<file path="src/rtl/vec_alu_issue_q.sv">
module vec_alu_issue_q #(
  parameter int TAGW   = 6,
  parameter int DEPTH  = 5,
  parameter int LAT_SI = 2,
  parameter int LAT_CI = 5,
  parameter int LAT_FP = 8
) (
  input  logic                clk,
  input  logic                rst_n,
  input  logic [3:0]          disp_vld,
  input  logic [4*TAGW-1:0]   disp_src0,
  input  logic [3:0]          disp_rdy0,
  input  logic [4*TAGW-1:0]   disp_src1,
  input  logic [3:0]          disp_rdy1,
  input  logic [4*TAGW-1:0]   disp_dst,
  input  logic [7:0]          disp_cls,
  output logic                disp_stall,
  input  logic                ext_wake_vld,
  input  logic [TAGW-1:0]     ext_wake_tag,
  output logic                iss_vld,
  output logic [2:0]          iss_sel,
  output logic [TAGW-1:0]     iss_dst,
  output logic [2:0]          wake_vld,
  output logic [3*TAGW-1:0]   wake_tag,
  output logic [2:0]          pwake_vld,
  output logic [3*TAGW-1:0]   pwake_tag
);
  localparam int NB = 4;
  localparam int N  = NB * DEPTH;
  localparam int CW = $clog2(N + 1);
  localparam int IW = $clog2(N);
  localparam int DW = $clog2(DEPTH);

  logic [N-1:0]          ev, er0, er1;
  logic [CW-1:0]         ea  [N];
  logic [TAGW-1:0]       es0 [N];
  logic [TAGW-1:0]       es1 [N];
  logic [TAGW-1:0]       ed  [N];
  logic [1:0]            ec  [N];
  logic [CW-1:0]         ent_cnt;
  logic [NB-1:0]         bank_full;
  logic [DW-1:0]         free_idx [NB];
  logic [CW-1:0]         new_age  [NB];
  logic                  found;
  logic [IW-1:0]         sel_idx;
  logic [CW-1:0]         best_age;
  logic [3:0]            hv;
  logic [3:0][TAGW-1:0]  ht;

  function automatic logic hit(input logic [3:0] v, input logic [3:0][TAGW-1:0] t,
                               input logic [TAGW-1:0] x);
    logic h = 1'b0;
    for (int i = 0; i < 4; i++) h |= v[i] && (t[i] == x);
    return h;
  endfunction

  assign ent_cnt = CW'($countones(ev));
  assign hv = {ext_wake_vld, wake_vld};
  assign ht = {ext_wake_tag, wake_tag};

  always_comb begin
    logic [CW-1:0] off;
    off = ent_cnt - CW'(iss_vld);
    for (int b = 0; b < NB; b++) begin
      bank_full[b] = 1'b1;
      free_idx[b]  = '0;
      for (int k = DEPTH - 1; k >= 0; k--)
        if (!ev[b*DEPTH+k]) begin
          bank_full[b] = 1'b0;
          free_idx[b]  = DW'(k);
        end
      new_age[b] = off;
      if (disp_vld[b]) off = off + 1'b1;
    end
  end

  assign disp_stall = |(disp_vld & bank_full);

  always_comb begin
    found    = 1'b0;
    sel_idx  = '0;
    best_age = '1;
    for (int e = 0; e < N; e++)
      if (ev[e] && er0[e] && er1[e] && (!found || ea[e] < best_age)) begin
        found    = 1'b1;
        sel_idx  = IW'(e);
        best_age = ea[e];
      end
  end

  assign iss_vld = found;
  assign iss_dst = ed[sel_idx];
  assign iss_sel = found ? (3'b001 << ec[sel_idx]) : 3'b000;

  always_ff @(posedge clk) begin
    if (!rst_n) begin
      ev <= '0;
    end else begin
      for (int e = 0; e < N; e++)
        if (ev[e]) begin
          if (iss_vld && sel_idx == IW'(e)) begin
            ev[e] <= 1'b0;
          end else begin
            if (iss_vld && ea[e] > best_age) ea[e] <= ea[e] - 1'b1;
            if (hit(hv, ht, es0[e])) er0[e] <= 1'b1;
            if (hit(hv, ht, es1[e])) er1[e] <= 1'b1;
          end
        end
      for (int b = 0; b < NB; b++)
        if (disp_vld[b] && !disp_stall) begin
          ev [b*DEPTH + int'(free_idx[b])] <= 1'b1;
          ea [b*DEPTH + int'(free_idx[b])] <= new_age[b];
          es0[b*DEPTH + int'(free_idx[b])] <= disp_src0[b*TAGW +: TAGW];
          es1[b*DEPTH + int'(free_idx[b])] <= disp_src1[b*TAGW +: TAGW];
          ed [b*DEPTH + int'(free_idx[b])] <= disp_dst[b*TAGW +: TAGW];
          ec [b*DEPTH + int'(free_idx[b])] <= disp_cls[2*b +: 2];
          er0[b*DEPTH + int'(free_idx[b])] <= disp_rdy0[b] | hit(hv, ht, disp_src0[b*TAGW +: TAGW]);
          er1[b*DEPTH + int'(free_idx[b])] <= disp_rdy1[b] | hit(hv, ht, disp_src1[b*TAGW +: TAGW]);
        end
    end
  end

  for (genvar u = 0; u < 3; u++) begin : g_lane
    localparam int L = (u == 0) ? LAT_SI : (u == 1) ? LAT_CI : LAT_FP;
    logic [L-1:0]           dv;
    logic [L-1:0][TAGW-1:0] dt;
    always_ff @(posedge clk) begin
      if (!rst_n) dv <= '0;
      else        dv <= {dv[L-2:0], iss_vld & iss_sel[u]};
      dt <= {dt[L-2:0], iss_dst};
    end
    assign wake_vld[u]               = dv[L-2];
    assign wake_tag[u*TAGW +: TAGW]  = dt[L-2];
    assign pwake_vld[u]              = dv[L-1];
    assign pwake_tag[u*TAGW +: TAGW] = dt[L-1];
  end
endmodule

</file>
<file path="config.mk">
export PLATFORM = sky130hd
export DESIGN_NAME = vec_alu_issue_q
export DESIGN_NICKNAME = d
export VERILOG_FILES = /design/src/rtl/vec_alu_issue_q.sv
export SDC_FILE = /design/constraint.sdc
export NUM_CORES = 2
export LEC_CHECK = 0
export CORE_MARGIN = 2
export CORE_UTILIZATION = 40
export CTS_BUF_LIST = sky130_fd_sc_hd__clkbuf_8 sky130_fd_sc_hd__clkbuf_16
export CTS_CLUSTER_DIAMETER = 200
export DETAILED_ROUTE_END_ITERATION = 8
export DONT_BUFFER_PORTS = 1
export GPL_TIMING_DRIVEN = 0
export PLACE_DENSITY_LB_ADDON = 0.15
export SLEW_MARGIN = 20
export SYNTH_ARGS = -nofsm -noshare
export SYNTH_HDL_FRONTEND = slang
export SYNTH_SLANG_ARGS = --single-unit
</file>
<file path="constraint.sdc">
create_clock -name clk -period 119.8 [get_ports clk]
set_input_delay 23.96 -clock clk [delete_from_list [all_inputs] [get_ports clk]]
set_output_delay 23.96 -clock clk [all_outputs]
set_load 0.005 [all_outputs]
</file>
==> results.yml <==
detailed_routing:
  drc_errors: 0
  dr.first_iter.drc_count: 7970
  vias: 50760
  drt-vias-per-instance: 6.487
  avgRoutedWirePerCell_um: 34.86
  ant_nets: 0
  dr.pass1.iters: 7
  routed_wl_um: 272800
yosys:
  synth_most_common_cell: "xnor2_1"
  synth_top_area_share_pct: 30.47
  synth_top_cell_by_area: "edfxtp_1"
  synthCells: 5875
  async_flop_share_pct: 0
  synth_cell_type_count: 116
  syn_area_per_cell_um2: 9.058
  seq_area_frac_synth_pct: 33.59
  synth_edf_count: 540
  postSynthRegisterBits: 623
  synthesis.nets: 6123
  ys.flop_type: "edfxtp_1"
  netlist_top_cells_area: "edfxtp_1, xnor2_1, xor2_1"
  syn_area_um2: 53220
  synth_common_cells: "xnor2_1, nand2_1, xor2_1"
  ys_warn_count: 0
cts:
  insertion_delay_ns: 0.72
  ctsHoldBuffers: 0
  root_buffer: "clkbuf_16"
  cts_buffers: 78
  clk_pin_slew_ns: 0.06
  clock_sinks: 623
  ctsResizeCount: 0
  clockBufferDepth: 3
  cts_max_level: 3
  cts_tree: "built"
  cts_setup_buffers: 0
sta:
  fmax_mhz: 15.67
  setup_viol: 0
  setup-tns-final_ns: 0
  rsz0062_at_grt: "false"
  holdWs_ns: 0.3231
  slew_headroom_pct: 6.564
  fin_crit_sh_pct: 53.28
  fin_crit_ns: 63.84
  worstMarginPinSlew_ns: 1.402
  hold_viol_final: 0
  final-max-slew-violation-count: 0
  skew_ns: 0.06319
floorplanning:
  die-height_um: 368.7
  die-width_um: 368.7
  initial_core_util_pct: 40.38
  rows: 133
  core_um2: 131800
  ios: 154
  die-area_um2: 136000
global_routing:
  grtUsageTotal_pct: 38.78
  grt_pass1_wl_um: 372000
  antenna_found_initial: 23
  grt_max_degree: 42
  grt.overflow.total: 0
  grt_pass1_vias: 46850
placement:
  place_area_um2: 56300
  dp_hpwl_um: 200000
  routabilityCongestion: 1.011
  numPortBuffers: 0
power_and_ir_drop:
  ir_drop_v: 0.00002862
  power_leakage_nw: 21.53
  total_power_mw: 1.166
  powerDensity_nw_per_um2: 19.75
setup_path:
  cp-end-kind: "output port"
  critical-path-max-stage-delay_ns: 0.99
  crit_path_top_delay_cell: "a21oi_1"
  crit_arrival_ns: 39.88
  worstPathMaxFanout: 10
  crit_type: "flip-flop to output port"
  startpoint_type: "flip-flop"
  crit_required_ns: 95.84
  crit_top_cell: "ha_1"
final_layout:
  final_core_util_pct: 44.78
  final_nets: 6242
  area_delta_synth_final_pct: 10.91
  fin_area_um2: 59020
  drive_gt1_share_pct: 11.37
run:
  maxCapViolCount: 0
hold_path:
  hold_class: "flip-flop to flip-flop"
status:
  outcome: "complete, no violations"
cells by family after synthesis:
logic type                 synth area share, %
AOI/OAI and AO/OA                        12.63
xor gates and xnor gates                 20.92
adders and majority gates                3.799
buffers and inverters                    6.026
DFF                                      33.59
muxes                                    7.801
and+or+nand+nor                          15.23
per-stage QoR:
step,instances,setup WS (ns)
2_1_floorplan,5875,64.64
3_5_place_dp,7668,57.24
3_3_place_gp,7630,57.18
6_report,7825,55.96
4_1_cts,7813,56.37
5_1_grt,7816,53.06
registers in the layout, summed over array words and instances (netlist names), 15 cells and up:
name and cells:
ed 120, es0 120, es1 120, ea 100, ec 40, g_lane.dt 36, er0 20, er1 20
ev 20, g_lane.dv 15
placed cells by master, fill, tap and decap left out, types with 18 or more instances in the layout:
master,count
xnor2_1,706
xor2_1,565
nand2_1,554
edfxtp_1,540
clkbuf_1,315
nor2_1,300
mux2_2,269
nand4_1,228
a21oi_1,227
o21ai_0,194
inv_1,183
buf_1,167
nor4_1,163
ha_1,132
nand3_1,107
mux2i_1,100
dfxtp_1,83
clkbuf_16,79
o211ai_1,76
nor3_1,71
clkbuf_2,62
a31oi_1,60
buf_2,52
o22ai_1,49
buf_4,49
and2_1,35
a21o_1,32
a211oi_1,31
or4_1,31
o21a_1,30
nor3b_1,26
and3_1,23
o31ai_1,23
o21ai_1,20
o221ai_1,20
nand2b_1,18
or3_1,18
a222oi_1,18
cell type report:
class	instances	area, µm²
plain buffers	637	2696
diodes	11	27.53
inverters	167	626.9
clock buffers	90	2128
repair buffers	39	651.9
flip-flops and latches	623	17880
well taps	1755	2196
multi-input cells	4448	32310
fillers	13090	72780
clock inverters	55	503.0
report_power, final:
group	total [mW]	internal (mW)	switching [mW]
sequential	0.267	0.254	0.0132
clock	0.246	0.136	0.111
combinational	0.652	0.194	0.458
total	1.17	0.584	0.582
worst paths after layout:
kind / cells past startpoint / startpoint / slack [ns] / endpoint
worst max-delay path: 166 / ev[0] / 55.96 / iss_dst[0]
worst min register to register: 0 / g_lane[2].dt[33] / 0.32 / wake_tag[15]
worst min-delay path: 0 / g_lane[2].dt[33] / 0.32 / wake_tag[15]
worst max register to register: 173 / ev[0] / 79.81 / ea[3][0]
critical path: cells and delay by family, from the launching register on:
| family | cells | cell delay (ns) |
|---|---|---|
| AND/OR/NAND/NOR | 46 | 10.57 |
| buffers and inverters | 23 | 4.09 |
| adder cells (fa/ha/maj) | 19 | 5.18 |
| multiplexers | 9 | 2.76 |
| AO/OA/AOI/OAI | 69 | 16.02 |
| flip-flops | 1 | 0.53 |
routing by layer:
| layer | vias to the layer above | part of all wire (%) | track usage [%] |
|---|---|---|---|
| met1 | 25070 | 39 | 51.32 |
| met4 | 8 | 7.0 | 21.92 |
| met5 | - | 0.021 | 0 |
| met3 | 865 | 13 | 11.34 |
| met2 | 3657 | 41 | 56.23 |
| li1 | 21160 | - | - |
No activity file was read; power rests on OpenSTA's default activity.
